==> src/rtl/dbg_break_pkg.sv <==
// Shared types and field positions for the debug breakpoint and stall unit.
// Assumes byte-wide register access and that the address width is a multiple of 8.
package dbg_break_pkg;

    typedef enum logic [2:0] {
        COND_OFF       = 3'd0,
        COND_WR_EQ     = 3'd1,
        COND_RD_EQ     = 3'd2,
        COND_RW_EQ     = 3'd3,
        COND_FETCH_WIN = 3'd4,
        COND_WR_WIN    = 3'd5,
        COND_RD_WIN    = 3'd6,
        COND_STACK_LE  = 3'd7
    } brk_cond_e;

    localparam int CTL_STEP_BIT = 3;
    localparam int CTL_SW_BIT   = 4;

    localparam int ST_BRK_BIT   = 0;
    localparam int ST_STEP_BIT  = 1;
    localparam int ST_SW_BIT    = 2;
    localparam int ST_STALL_BIT = 3;

endpackage

==> src/rtl/dbg_break_regs.sv <==
// Byte-addressed register file: two breakpoint registers, a control register and
// status-write decoding. Assumes writes arrive one byte per cycle on cfg_we.
module dbg_break_regs
    import dbg_break_pkg::*;
#(
    parameter int ADDR_W = 24,
    localparam int NBYTES = ADDR_W / 8,
    localparam int REG_AW = $clog2(2 * NBYTES + 2)
) (
    input  logic              clk,
    input  logic              rst_n,
    input  logic              cfg_we,
    input  logic [REG_AW-1:0] cfg_addr,
    input  logic [7:0]        cfg_wdata,
    output logic [ADDR_W-1:0] bk_a,
    output logic [ADDR_W-1:0] bk_b,
    output brk_cond_e         cond,
    output logic              step_en,
    output logic              sw_en,
    output logic              st_we,
    output logic [3:0]        st_clr
);

    localparam logic [REG_AW-1:0] CTL_OFS    = REG_AW'(2 * NBYTES);
    localparam logic [REG_AW-1:0] STATUS_OFS = REG_AW'(2 * NBYTES + 1);

    logic [7:0] ctl_q;

    for (genvar b = 0; b < NBYTES; b++) begin : g_byte
        logic [7:0] a_q, b_q;

        // Hold byte b of both breakpoint registers; A's top byte resets to ones.
        always_ff @(posedge clk) begin
            if (!rst_n) begin
                a_q <= (b == NBYTES - 1) ? 8'hFF : 8'h00;
                b_q <= 8'h00;
            end else if (cfg_we) begin
                if (cfg_addr == REG_AW'(b))
                    a_q <= cfg_wdata;
                if (cfg_addr == REG_AW'(NBYTES + b))
                    b_q <= cfg_wdata;
            end
        end

        assign bk_a[b*8 +: 8] = a_q;
        assign bk_b[b*8 +: 8] = b_q;
    end

    // Hold the control register (condition, step enable, software-break enable).
    always_ff @(posedge clk) begin
        if (!rst_n)
            ctl_q <= 8'h00;
        else if (cfg_we && cfg_addr == CTL_OFS)
            ctl_q <= cfg_wdata;
    end

    assign cond    = brk_cond_e'(ctl_q[2:0]);
    assign step_en = ctl_q[CTL_STEP_BIT];
    assign sw_en   = ctl_q[CTL_SW_BIT];

    // Decode a status write into per-bit clear requests (a 0 written clears).
    always_comb begin
        st_we  = cfg_we && (cfg_addr == STATUS_OFS);
        st_clr = st_we ? ~cfg_wdata[3:0] : 4'b0000;
    end

    // a status write never changes the condition selector
    p_status_keeps_ctl_r2: assert property (@(posedge clk) disable iff (!rst_n)
        st_we |=> $stable(ctl_q));

endmodule

==> src/rtl/dbg_break_match.sv <==
// Condition decoder: compares this cycle's bus activity against the two
// breakpoint registers under the selected condition. Purely combinational.
module dbg_break_match
    import dbg_break_pkg::*;
#(
    parameter int ADDR_W = 24
) (
    input  logic              clk,
    input  logic              rst_n,
    input  brk_cond_e         cond,
    input  logic [ADDR_W-1:0] bk_a,
    input  logic [ADDR_W-1:0] bk_b,
    input  logic              fetch_valid,
    input  logic              fetch_start,
    input  logic [ADDR_W-1:0] fetch_addr,
    input  logic              data_valid,
    input  logic              data_we,
    input  logic [ADDR_W-1:0] data_addr,
    input  logic [7:0]        data_byte,
    output logic              brk_hit
);

    logic insn_start, d_wr, d_rd, d_eq, d_win, f_win, d_le;

    // Form the qualified bus strobes and the three kinds of compare.
    always_comb begin
        insn_start = fetch_valid && fetch_start;
        d_wr       = data_valid && data_we;
        d_rd       = data_valid && !data_we;
        d_eq       = (data_addr == bk_a) && (data_byte == bk_b[7:0]);
        d_win      = (data_addr >= bk_a) && (data_addr <= bk_b);
        f_win      = (fetch_addr >= bk_a) && (fetch_addr <= bk_b);
        d_le       = (data_addr <= bk_a);
    end

    // Select the compare that the condition field asks for.
    always_comb begin
        case (cond)
            COND_WR_EQ:     brk_hit = d_wr && d_eq;
            COND_RD_EQ:     brk_hit = d_rd && d_eq;
            COND_RW_EQ:     brk_hit = data_valid && d_eq;
            COND_FETCH_WIN: brk_hit = insn_start && f_win;
            COND_WR_WIN:    brk_hit = d_wr && d_win;
            COND_RD_WIN:    brk_hit = d_rd && d_win;
            COND_STACK_LE:  brk_hit = data_valid && d_le;
            default:        brk_hit = 1'b0;
        endcase
    end

    // the disabled selector never produces a hit
    p_off_quiet_r2: assert property (@(posedge clk) disable iff (!rst_n)
        (cond == COND_OFF) |-> !brk_hit);

    // a fetch-window hit needs a valid instruction start
    p_fetch_needs_start_r4: assert property (@(posedge clk) disable iff (!rst_n)
        (cond == COND_FETCH_WIN && brk_hit) |-> (fetch_valid && fetch_start));

    // equality conditions never hit without a data access
    p_eq_needs_access_r3: assert property (@(posedge clk) disable iff (!rst_n)
        (cond inside {COND_WR_EQ, COND_RD_EQ, COND_RW_EQ} && brk_hit) |-> data_valid);

endmodule

==> src/rtl/dbg_break_stall.sv <==
// Flag and stall sequencer: turns break, step and software-break events into
// sticky flags and a registered stall. Assumes that the CPU presents no new
// events while stalled; any that appear are ignored.
module dbg_break_stall
    import dbg_break_pkg::*;
#(
    parameter logic [7:0] SWBRK_OP = 8'h8B
) (
    input  logic       clk,
    input  logic       rst_n,
    input  logic       brk_hit,
    input  logic       fetch_valid,
    input  logic       fetch_start,
    input  logic [7:0] fetch_opcode,
    input  logic       step_en,
    input  logic       sw_en,
    input  logic       st_we,
    input  logic [3:0] st_clr,
    output logic       cpu_stall,
    output logic       flag_brk,
    output logic       flag_step,
    output logic       flag_sw
);

    logic brk_q, step_q, sw_q, stall_q;
    logic brk_set, step_set, sw_set;

    // Gate the event sources; nothing is taken while already stalled.
    always_comb begin
        brk_set  = !stall_q && brk_hit;
        step_set = !stall_q && step_en && fetch_valid && fetch_start;
        sw_set   = !stall_q && sw_en && fetch_valid && fetch_start
                   && (fetch_opcode == SWBRK_OP);
    end

    // Update the sticky flags and the stall; a new event wins over a clear.
    always_ff @(posedge clk) begin
        if (!rst_n) begin
            brk_q   <= 1'b0;
            step_q  <= 1'b0;
            sw_q    <= 1'b0;
            stall_q <= 1'b0;
        end else begin
            brk_q   <= brk_set  || (brk_q  && !st_clr[ST_BRK_BIT]);
            step_q  <= step_set || (step_q && !st_clr[ST_STEP_BIT]);
            sw_q    <= sw_set   || (sw_q   && !st_clr[ST_SW_BIT]);
            stall_q <= brk_set || step_set || sw_set
                       || (stall_q && !st_clr[ST_STALL_BIT]);
        end
    end

    assign cpu_stall = stall_q;
    assign flag_brk  = brk_q;
    assign flag_step = step_q;
    assign flag_sw   = sw_q;

    // a stall only begins together with a recorded cause
    p_stall_has_cause_r7: assert property (@(posedge clk) disable iff (!rst_n)
        $rose(stall_q) |-> (brk_q || step_q || sw_q));

    // no flag rises from a cycle in which the CPU was stalled
    p_frozen_while_stalled_r12: assert property (@(posedge clk) disable iff (!rst_n)
        stall_q |=> !($rose(brk_q) || $rose(step_q) || $rose(sw_q)));

    // the stall drops only after a status write that clears it
    p_release_by_write_r11: assert property (@(posedge clk) disable iff (!rst_n)
        $fell(stall_q) |-> $past(st_we && st_clr[ST_STALL_BIT]));

    // a flag stays set unless a write clears it
    p_flag_sticky_r10: assert property (@(posedge clk) disable iff (!rst_n)
        (brk_q && !st_clr[ST_BRK_BIT]) |=> brk_q);

endmodule

==> src/rtl/dbg_break_unit.sv <==
// Top of the debug breakpoint and stall unit: register file, condition decoder
// and stall sequencer. Assumes the CPU honours cpu_stall in the cycle it is high.
module dbg_break_unit
    import dbg_break_pkg::*;
#(
    parameter int          ADDR_W   = 24,
    parameter logic [7:0]  SWBRK_OP = 8'h8B,
    localparam int         NBYTES   = ADDR_W / 8,
    localparam int         REG_AW   = $clog2(2 * NBYTES + 2)
) (
    input  logic              clk,
    input  logic              rst_n,
    input  logic              cfg_we,
    input  logic [REG_AW-1:0] cfg_addr,
    input  logic [7:0]        cfg_wdata,
    input  logic              fetch_valid,
    input  logic              fetch_start,
    input  logic [ADDR_W-1:0] fetch_addr,
    input  logic [7:0]        fetch_opcode,
    input  logic              data_valid,
    input  logic              data_we,
    input  logic [ADDR_W-1:0] data_addr,
    input  logic [7:0]        data_byte,
    output logic              cpu_stall,
    output logic              flag_brk,
    output logic              flag_step,
    output logic              flag_sw
);

    logic [ADDR_W-1:0] bk_a, bk_b;
    brk_cond_e         cond;
    logic              step_en, sw_en, st_we, brk_hit;
    logic [3:0]        st_clr;

    dbg_break_regs #(.ADDR_W(ADDR_W)) regs_i (
        .clk(clk), .rst_n(rst_n), .cfg_we(cfg_we), .cfg_addr(cfg_addr),
        .cfg_wdata(cfg_wdata), .bk_a(bk_a), .bk_b(bk_b), .cond(cond),
        .step_en(step_en), .sw_en(sw_en), .st_we(st_we), .st_clr(st_clr)
    );

    dbg_break_match #(.ADDR_W(ADDR_W)) match_i (
        .clk(clk), .rst_n(rst_n), .cond(cond), .bk_a(bk_a), .bk_b(bk_b),
        .fetch_valid(fetch_valid), .fetch_start(fetch_start),
        .fetch_addr(fetch_addr), .data_valid(data_valid), .data_we(data_we),
        .data_addr(data_addr), .data_byte(data_byte), .brk_hit(brk_hit)
    );

    dbg_break_stall #(.SWBRK_OP(SWBRK_OP)) stall_i (
        .clk(clk), .rst_n(rst_n), .brk_hit(brk_hit),
        .fetch_valid(fetch_valid), .fetch_start(fetch_start),
        .fetch_opcode(fetch_opcode), .step_en(step_en), .sw_en(sw_en),
        .st_we(st_we), .st_clr(st_clr), .cpu_stall(cpu_stall),
        .flag_brk(flag_brk), .flag_step(flag_step), .flag_sw(flag_sw)
    );

endmodule

==> config.mk <==
export PLATFORM = sky130hd
export DESIGN_NAME = dbg_break_unit
export DESIGN_NICKNAME = d
export VERILOG_FILES = /design/src/rtl/dbg_break_pkg.sv /design/src/rtl/dbg_break_regs.sv /design/src/rtl/dbg_break_match.sv /design/src/rtl/dbg_break_stall.sv /design/src/rtl/dbg_break_unit.sv
export SDC_FILE = /design/constraint.sdc
export NUM_CORES = 1
export LEC_CHECK = 0
export BUFFER_PORTS_ARGS = -buffer_cell sky130_fd_sc_hd__buf_2
export CAP_MARGIN = 10
export CORE_MARGIN = 2
export CORE_UTILIZATION = 57
export DETAILED_ROUTE_END_ITERATION = 8
export PLACE_DENSITY = 0.86
export SYNTH_ARGS = -nofsm -noshare
export SYNTH_HDL_FRONTEND = slang
export SYNTH_SLANG_ARGS = --single-unit
export TNS_END_PERCENT = 10
==> constraint.sdc <==
create_clock -name clk -period 2.4 [get_ports clk]
set_clock_uncertainty 0.2 [all_clocks]
set_input_delay 0.36 -clock clk [delete_from_list [all_inputs] [get_ports clk]]
set_output_delay 0.36 -clock clk [all_outputs]
set_load 0.02 [all_outputs]
==> results.json, run 1 <==
{
  "run_status": "finished, violations left",
  "violations": "setup timing",
  "numCtsBuffers": 9,
  "max_freq_mhz": 409.7,
  "power_frac_clock_pct": 38.8,
  "vias": 4554,
  "reg2reg_from": "regs_i.g_byte[1].a_q[7]",
  "clock-sinks": 57,
  "combPwrFrac_pct": 20.8,
  "crit_buf_inv": 1,
  "wirelength_met1_mm": 5.594,
  "diodes": 0,
  "synth_fp_nets": 750,
  "r2r_cells": 9,
  "drive_above_1_share_pct": 20.24,
  "min_from": "fetch_opcode[3]",
  "cp-end-kind": "register",
  "layout_min_cycle_time_ns": 2.441,
  "crit_path_top_delay_cell": "nor4_4",
  "hp-class": "in2reg",
  "netlist_top_cells_area": "ha_1 (26%), dfxtp_1 (25%), nand2_1 (9.4%), a21boi_0 (7.1%), a21oi_1 (4.2%)",
  "layout_setup_ws_ns": -0.04059,
  "hold_viol": 0,
  "clock_latency_ns": 0.34,
  "fp-row-count": 32,
  "seqPwrFrac_pct": 40.4,
  "p_sw_share_pct": 27.79,
  "fin_cells": 779,
  "syn_area_per_cell_sq_um": 8.002,
  "routed.top_layer": "met4",
  "wl_mm": 13.00,
  "syn_to_final_growth_pct": 20.42,
  "crit_path_start_kind": "register",
  "cts_tree": "done",
  "p_leak_nw": 2.392,
  "ys_top_cells_by_count": "nand2_1 (115), ha_1 (96), dfxtp_1 (57)",
  "yosysWarnings": 0,
  "r2r_end": "stall_i.cpu_stall",
  "ys_ff_latch": 57,
  "critPathKind": "reg2reg",
  "slew_violations": 0,
  "nNetsFinal": 850,
  "viasPerCell": 5.846,
  "maxCapViolations": 0,
  "power_mw": 2.423,
  "irDropWorstVdd_v": 0.0003582,
  "p_per_area_nw_per_um2": 439.7,
  "dpl.cell_count": 761,
  "synth.cell_area_sq_um": 4577,
  "design.core.area_sq_um": 7767,
  "min_period_over_period_pct": 101.7,
  "nFillCells": 637,
  "postRouteAntennaNets": 0,
  "met3_length_um": 797,
  "rsz0062_at_grt": "true",
  "drt-wirelength-per-cell_um": 16.69,
  "synth_top_cell_area_share_pct": 26.24,
  "clock-root-buffer": "clkbuf_8",
  "yosysTopAreaCell": "ha_1",
  "cts_hold_buffers": 0,
  "synth_flop_cell": "dfxtp_1",
  "dieArea_sq_um": 8763,
  "cp_slowest_stage_delay_ns": 0.42,
  "grt_pass1_wl_mm": 21.32,
  "cp_max_fo": 3,
  "path_clk_slew_ns": 0.06,
  "crit_required_ns": 2.49,
  "cts_max_path_buffers": 2,
  "antenna_found_initial": 0,
  "async_reset_ff_share_pct": 0,
  "stdcell_area_sq_um": 5512,
  "worstMarginPinSlew_ns": 0.6029,
  "start_util_pct": 58.92,
  "crit_family": "simple AND/OR/NAND/NOR gates",
  "drc": 0,
  "dieWidth_um": 93.61,
  "fin_tns_setup_ns": -0.07022,
  "overflow": 0,
  "met2_length_mm": 6.177,
  "synth_most_common_cell": "nand2_1",
  "hpwl_mm": 10.44,
  "cp_cell_sequence": "inv_4 -> ha_4 -> nand4_1 -> nor4_4 -> a41oi_2 -> or3_1 -> a31oi_1 -> a22oi_2 -> nand3_1",
  "max_slew_margin_pct": 59.66,
  "place_area_sq_um": 5201,
  "hold_depth": 3,
  "gp_congestion": 0.8784,
  "grt_max_degree": 58,
  "synthCells": 572,
  "track_usage_pct": 31.14,
  "switchingPower_uw": 673.4,
  "first_pass_iters": 7,
  "ys_seq_area_share_pct": 24.93,
  "min_to": "stall_i.flag_sw",
  "fp.dieH_um": 93.61,
  "finalSetupViolations": 2,
  "utilization_pct": 70.96,
  "synth_enable_flop_cells": 0,
  "grt_pass1_vias": 4576,
  "numPortBuffers": 85,
  "htree_levels": 3,
  "r2r_slack_ns": -0.04,
  "p_int_mw": 1.750,
  "cp_data_arrival_time_ns": 2.53,
  "drt_iter0_drc": 371,
  "ys_types": 42,
  "io_pins": 86
}
==> worst reg2reg max path, cell delays in order, from the launching register on <==
cell	delay (ns)
dfxtp_2	0.35
inv_4	0.05
ha_4	0.27
nand4_1	0.18
nor4_4	0.42
a41oi_2	0.16
or3_1	0.37
a31oi_1	0.21
a22oi_2	0.08
nand3_1	0.09
==> power by group through the flow <==
stage               clock (mW)  sequential (mW)  combinational [mW]
detailed placement           0             1.00               0.482
global placement             0            0.999               0.453
floorplan                    0            0.997               0.278
finish                   0.940            0.980               0.504
global route             0.988            0.981               0.567
CTS                      0.945            0.979               0.492
==> flip-flops by register name, indices dropped and copies added, names as in the netlist <==
| name | count |
|---|---|
| regs_i.ctl_q | 5 |
| regs_i.g_byte.a_q | 24 |
| regs_i.g_byte.b_q | 24 |
| stall_i.cpu_stall | 1 |
| stall_i.flag_brk | 1 |
| stall_i.flag_step | 1 |
| stall_i.flag_sw | 1 |
==> cell families after synthesis <==
group	Yosys count	share of synthesized area, %
compound gates	141	20.23
xor+xnor	8	1.531
fa+ha+maj	96	26.24
buf+inv	65	5.331
flops	57	24.93
mux	5	1.094
simple gates	200	20.64
==> worst max path at each step <==
stage,from,end,cells after the start
2_1_floorplan,data_addr[23],stall_i.flag_brk,8
3_3_place_gp,data_addr[19],stall_i.flag_brk,9
3_5_place_dp,data_addr[19],stall_i.cpu_stall,9
4_1_cts,regs_i.g_byte[1].a_q[4],stall_i.flag_brk,9
5_1_grt,regs_i.g_byte[1].a_q[7],stall_i.cpu_stall,9
6_report,regs_i.g_byte[1].a_q[7],stall_i.cpu_stall,9
==> through the flow <==
step	setup WS (ns)	hold slack, ns
2_1_floorplan	0.1906	0.2435
3_3_place_gp	-0.04333	0.2510
3_5_place_dp	-0.1190	0.2581
4_1_cts	0.002579	0.1374
5_1_grt	-0.09923	0.1532
6_report	-0.04059	0.1385
==> layout by cell type (no fill, tap or decap), types with 3 or more instances in the layout <==
| master | instances |
|---|---|
| nand3_1 | 13 |
| a21o_1 | 5 |
| nor4_1 | 3 |
| buf_4 | 19 |
| nor2_1 | 14 |
| xor2_1 | 8 |
| a21boi_0 | 43 |
| buf_2 | 85 |
| nand2b_1 | 3 |
| ha_1 | 92 |
| dfxtp_2 | 4 |
| a21oi_1 | 38 |
| nor2b_1 | 13 |
| o21ai_0 | 18 |
| nand2_1 | 115 |
| mux2i_1 | 5 |
| ha_4 | 4 |
| inv_1 | 47 |
| dfxtp_1 | 53 |
| nor3_1 | 6 |
| a211oi_1 | 5 |
| o211ai_1 | 17 |
| clkbuf_8 | 12 |
| nand4_1 | 19 |
==> routing by layer <==
layer / vias up / GRT usage, %
met5: - / 0
met4: 0 / 13.53
li1: 2239 / -
met2: 177 / 54.20
met1: 2097 / 38.24
met3: 41 / 4.351
==> repair_timing <==
item                                    CTS  global route
pin swaps                                 4             4
setup buffers                             2             0
hold endpoints to repair                  0             0
endpoints found under the setup margin    2             2
resized for setup                        10             7
==> area by class of cell <==
cell class	instances	area (sq um)	share of cell area, %
clock buffers	14	172.7	3.133
inverters	50	190.2	3.451
multi-input cells	450	3272	59.36
repair buffers	104	568.0	10.31
flip-flops and latches	57	1146	20.79
clock inverters	2	35.03	0.6356
well taps	102	127.6	2.316
No activity file was read; power rests on OpenSTA's default activity.
==> run 2: changes to the inputs <==
CORE_MARGIN = 4   (was 2)
PLACE_DENSITY = 0.91   (was 0.86)
REMOVE_ABC_BUFFERS = 1   (was not set)
==> run 2 against run 1 <==
Compared with the run above: power increased by 0.60%; clock power increased by 0.9%; first-iteration DRC count increased by 2.7%; maximum frequency decreased by 4.2%; routed wire length increased by 4.5%; combinational power increased by 1%; count of clock-buffer cells in the layout decreased by 2; largest cell class unchanged; critical path type unchanged; the run still ends with setup timing left; critical endpoint is now stall_i.flag_brk.
==> results.json, run 2 (synthesis results as in run 1) <==
{
  "crit_buf_inv": 3,
  "cp-end-kind": "register",
  "reg_top3": "regs_i.g_byte.a_q (24), regs_i.g_byte.b_q (24), regs_i.ctl_q (5)",
  "drive_above_1_share_pct": 22.16,
  "maxCapViolations": 0,
  "p_leak_nw": 2.415,
  "numCtsBuffers": 9,
  "fp-row-count": 32,
  "r2r_slack_ns": -0.15,
  "fp.dieH_um": 97.61,
  "antenna_found_initial": 0,
  "design.core.area_sq_um": 7767,
  "p_per_area_nw_per_um2": 434.5,
  "max_slew_margin_pct": 51.71,
  "syn_to_final_growth_pct": 22.58,
  "slew_violations": 0,
  "run_status": "finished, violations left",
  "fin_tns_setup_ns": -0.2528,
  "cts_tree": "done",
  "final_common_cell": "nand2_1",
  "crit_family": "compound AO/OA/AOI/OAI gates",
  "layout_min_cycle_time_ns": 2.547,
  "postRouteAntennaNets": 0,
  "violations": "setup timing",
  "mostFrequentLayoutCells": "nand2_1 (115), ha_1 (88), buf_2 (85), dfxtp_1 (51), inv_1 (45)",
  "htree_levels": 3,
  "clock-root-buffer": "clkbuf_8",
  "hpwl_mm": 10.95,
  "path_clk_slew_ns": 0.07,
  "cp_data_arrival_time_ns": 2.56,
  "fin_cells": 788,
  "critPathKind": "reg2reg",
  "irDropWorstVdd_v": 0.0003834,
  "drc": 0,
  "wl_mm": 13.59,
  "stdcell_area_sq_um": 5610,
  "crit_path_top_delay_cell": "dfxtp_2",
  "cp_cell_sequence": "inv_2 -> ha_4 -> nand4_1 -> buf_4 -> nor3_1 -> a22o_1 -> nor3_1 -> buf_4 -> a41o_1 -> a22oi_2 -> nand3_1",
  "grt_pass1_vias": 4770,
  "cts_max_path_buffers": 2,
  "grt_max_degree": 58,
  "cp_max_fo": 2,
  "drt_iter0_drc": 381,
  "clock_latency_ns": 0.35,
  "crit_required_ns": 2.41,
  "nNetsFinal": 859,
  "drt-wirelength-per-cell_um": 17.24,
  "gp_congestion": 0.9679,
  "layout_setup_ws_ns": -0.1473,
  "vias": 4643,
  "rsz0062_at_grt": "true",
  "start_util_pct": 58.92,
  "track_usage_pct": 27.98,
  "first_pass_iters": 5,
  "viasPerCell": 5.892,
  "diodes": 0,
  "clock-sinks": 57,
  "dieArea_sq_um": 9528,
  "whs_ns": 0.1431,
  "place_area_sq_um": 5239,
  "io_pins": 86,
  "hp-class": "in2reg",
  "cts_hold_buffers": 0,
  "min_period_over_period_pct": 106.1,
  "hold_viol": 0,
  "worstMarginPinSlew_ns": 0.7153,
  "crit_path_start_kind": "register",
  "nFillCells": 614,
  "grt_pass1_wl_mm": 21.71,
  "overflow": 0,
  "cp_slowest_stage_delay_ns": 0.33,
  "place_ws_ns": -0.2859,
  "finalSetupViolations": 2,
  "dieWidth_um": 97.61,
  "max_freq_mhz": 392.6,
  "dpl.cell_count": 766,
  "numPortBuffers": 85
}
-- run 2: repair_timing --
| item | CTS | global route |
|---|---|---|
| cloned | 0 | 0 |
| hold endpoints to repair | 0 | 0 |
| endpoints found under the setup margin | 2 | 2 |
| setup buffers | 1 | 5 |
| resized for setup | 6 | 15 |
| pin swaps | 6 | 9 |
-- run 2: area by class of cell --
cell class / count / area (sq um) / area share, %
clock buffers: 12 / 155.1 / 2.765
clock inverters: 4 / 51.30 / 0.9144
inverters: 50 / 187.7 / 3.345
multi-input cells: 450 / 3304 / 58.90
flip-flops and latches: 57 / 1149 / 20.47
well taps: 102 / 127.6 / 2.275
repair buffers: 113 / 635.6 / 11.33
-- run 2: worst paths after layout --
path,from,to,cells past startpoint
setup reg to reg,regs_i.g_byte[2].a_q[2],stall_i.flag_brk,11
hold reg to reg,regs_i.g_byte[1].a_q[0],regs_i.g_byte[1].a_q[0],2
setup / recovery,regs_i.g_byte[2].a_q[2],stall_i.flag_brk,11
hold / removal,cfg_wdata[7],regs_i.g_byte[2].b_q[7],3
-- run 2: stage by stage --
step | utilization (%) | power (mW)
after floorplan | - | 1.256
after global placement | 67.45 | 1.456
after detailed placement | 67.45 | 1.483
after CTS | 70.84 | 2.405
after global routing | 72.23 | 2.537
final | 72.23 | 2.438
-- run 2: power breakdown --
group	internal [mW]	switching [mW]	total (mW)
Clock	0.536	0.411	0.948
Combinational	0.227	0.282	0.510
Sequential	0.967	0.0133	0.980
-- run 2: layer usage --
metal	share of wire [%]	GRT usage [%]	vias to the layer above	wire length [um]
li1	-	-	2254	-
met1	40	32.15	2130	5473
met2	47	48.81	205	6401
met3	8.4	6.963	54	1143
met4	4.2	12.35	0	569
met5	0	0	-	0
-- run 2: tightest hold or removal path, stage by stage --
cell and delay, ns:
buf_2 0.15, nand2_1 0.06, a21boi_0 0.06
==> run 3: changes to the inputs <==
RECOVER_POWER = 25   (was not set)
==> run 3 against run 2 <==
Compared with the run above: the flow still finishes with violations (setup timing); power barely moved; clock power barely moved; setup slack got worse by 0.0076 ns; count of clock-buffer cells in the layout did not move; non-clock buffer count did not move; via count fell by 0.39%; sequential share of layout area barely moved; sequential power barely moved; cell count did not move; maximum frequency fell by 0.30%; utilization barely moved; first-iteration DRC count rose by 1.3%; highest routed layer unchanged.
==> results.json, run 3 (synthesis results as in run 1) <==
{
  "min_from": "cfg_wdata[7]",
  "max_freq_mhz": 391.4,
  "reg2reg_from": "regs_i.g_byte[2].a_q[2]",
  "final_common_cell": "nand2_1",
  "r2r_slack_ns": -0.15,
  "drc": 0,
  "diodes": 0,
  "whs_ns": 0.1468,
  "grt_pass1_vias": 4770,
  "p_per_area_nw_per_um2": 434.7,
  "hp-class": "in2reg",
  "layout_min_cycle_time_ns": 2.555,
  "cp_data_arrival_time_ns": 2.57,
  "gp_congestion": 0.9679,
  "io_pins": 86,
  "fin_cells": 788,
  "grt_max_degree": 58,
  "p_leak_nw": 2.412,
  "drt-wirelength-per-cell_um": 17.24,
  "met2_length_mm": 6.425,
  "cts_max_path_buffers": 2,
  "viasPerCell": 5.869,
  "mostFrequentLayoutCells": "nand2_1 (115), ha_1 (88), buf_2 (84), dfxtp_1 (51), inv_1 (45)",
  "numPortBuffers": 85,
  "design.core.area_sq_um": 7767,
  "maxCapViolations": 0,
  "place_ws_ns": -0.2859,
  "fin_tns_setup_ns": -0.2641,
  "dieWidth_um": 97.61,
  "crit_family": "compound AO/OA/AOI/OAI gates",
  "worstMarginPinSlew_ns": 0.9202,
  "irDropWorstVdd_v": 0.0003831,
  "min_period_over_period_pct": 106.5,
  "hpwl_mm": 10.95,
  "reg_top3": "regs_i.g_byte.a_q (24), regs_i.g_byte.b_q (24), regs_i.ctl_q (5)",
  "finalSetupViolations": 2,
  "utilization_pct": 72.18,
  "r2r_cells": 11,
  "cp_max_fo": 2,
  "clock-sinks": 57,
  "drt_iter0_drc": 386,
  "run_status": "finished, violations left",
  "vias": 4625,
  "r2r_end": "stall_i.flag_brk",
  "first_pass_iters": 5,
  "dpl.cell_count": 766,
  "crit_path_top_delay_cell": "dfxtp_2",
  "stdcell_area_sq_um": 5607,
  "crit_required_ns": 2.41,
  "cts_tree": "done",
  "postRouteAntennaNets": 0,
  "clock_latency_ns": 0.35,
  "wl_mm": 13.58,
  "syn_to_final_growth_pct": 22.50,
  "clock-root-buffer": "clkbuf_8",
  "htree_levels": 3,
  "met3_length_mm": 1.083,
  "critPathKind": "reg2reg",
  "wirelength_met1_mm": 5.494,
  "start_util_pct": 58.92,
  "path_clk_slew_ns": 0.07,
  "cp_cell_sequence": "inv_2 -> ha_4 -> nand4_1 -> buf_4 -> nor3_1 -> a22o_1 -> nor3_1 -> buf_4 -> a41o_1 -> a22oi_2 -> nand3_1",
  "drive_above_1_share_pct": 22.01,
  "routed.top_layer": "met4",
  "place_area_sq_um": 5239,
  "nNetsFinal": 859,
  "power_mw": 2.437,
  "cp_slowest_stage_delay_ns": 0.33,
  "track_usage_pct": 27.98,
  "hold_viol": 0,
  "hold_depth": 3,
  "layout_setup_ws_ns": -0.1549,
  "slew_violations": 0,
  "crit_path_start_kind": "register",
  "crit_buf_inv": 3,
  "dieArea_sq_um": 9528,
  "overflow": 0,
  "fp.dieH_um": 97.61,
  "rsz0062_at_grt": "true",
  "fp-row-count": 32,
  "numCtsBuffers": 9,
  "critical_path.startpoint": "regs_i.g_byte[2].a_q[2]",
  "grt_pass1_wl_mm": 21.71,
  "min_to": "regs_i.g_byte[2].b_q[7]",
  "antenna_found_initial": 0,
  "violations": "setup timing",
  "max_slew_margin_pct": 38.65,
  "cp-end-kind": "register"
}
==> run 3: changes by cell type in the layout (fill, tap and decap cells not counted) <==
cell	delta
clkbuf_1	+1
buf_4	-1
clkbuf_2	+1
buf_2	-1
==> run 3: final cells by class <==
class | count | area, sq um
Multi-Input combinational cell | 450 | 3304
Tap cell | 102 | 127.6
Fill cell | 616 | 2161
Clock buffer | 12 | 155.1
Inverter | 50 | 187.7
Timing Repair Buffer | 113 | 631.9
Sequential cell | 57 | 1149
Clock inverter | 4 | 51.30
==> run 3: tightest hold or removal path, stage by stage <==
cell	delay [ns]
buf_2	0.15
nand2_1	0.07
a21boi_0	0.06
==> run 3: worst max-delay path by stage <==
stage          slack [ns]  depth (start not counted)           endpoint
6_report            -0.15                         11   stall_i.flag_brk
5_1_grt             -0.30                         11   stall_i.flag_brk
4_1_cts             0.005                         10   stall_i.flag_brk
3_5_place_dp        -0.29                          9  stall_i.cpu_stall
3_3_place_gp        -0.14                          9  stall_i.cpu_stall
2_1_floorplan        0.19                          8   stall_i.flag_brk
==> run 3: power by group <==
group,total (mW),internal [mW],switching (mW)
clock network,0.948,0.536,0.412
registers,0.980,0.967,0.0133
logic,0.509,0.227,0.282
total,2.44,1.73,0.707
==> run 3: timing repair <==
action                     CTS  global route
setup endpoints to repair    2             2
pin swaps                    6             9
hold buffers                 0             0
buffers inserted             1             5
resized for setup            6            15
==> run 3: per-layer routing <==
metal  track usage (%)  up-vias
li1                  -     2254
met1             32.15     2107
met2             48.81      205
met3             6.963       59
met4             12.35        0
met5                 0        -
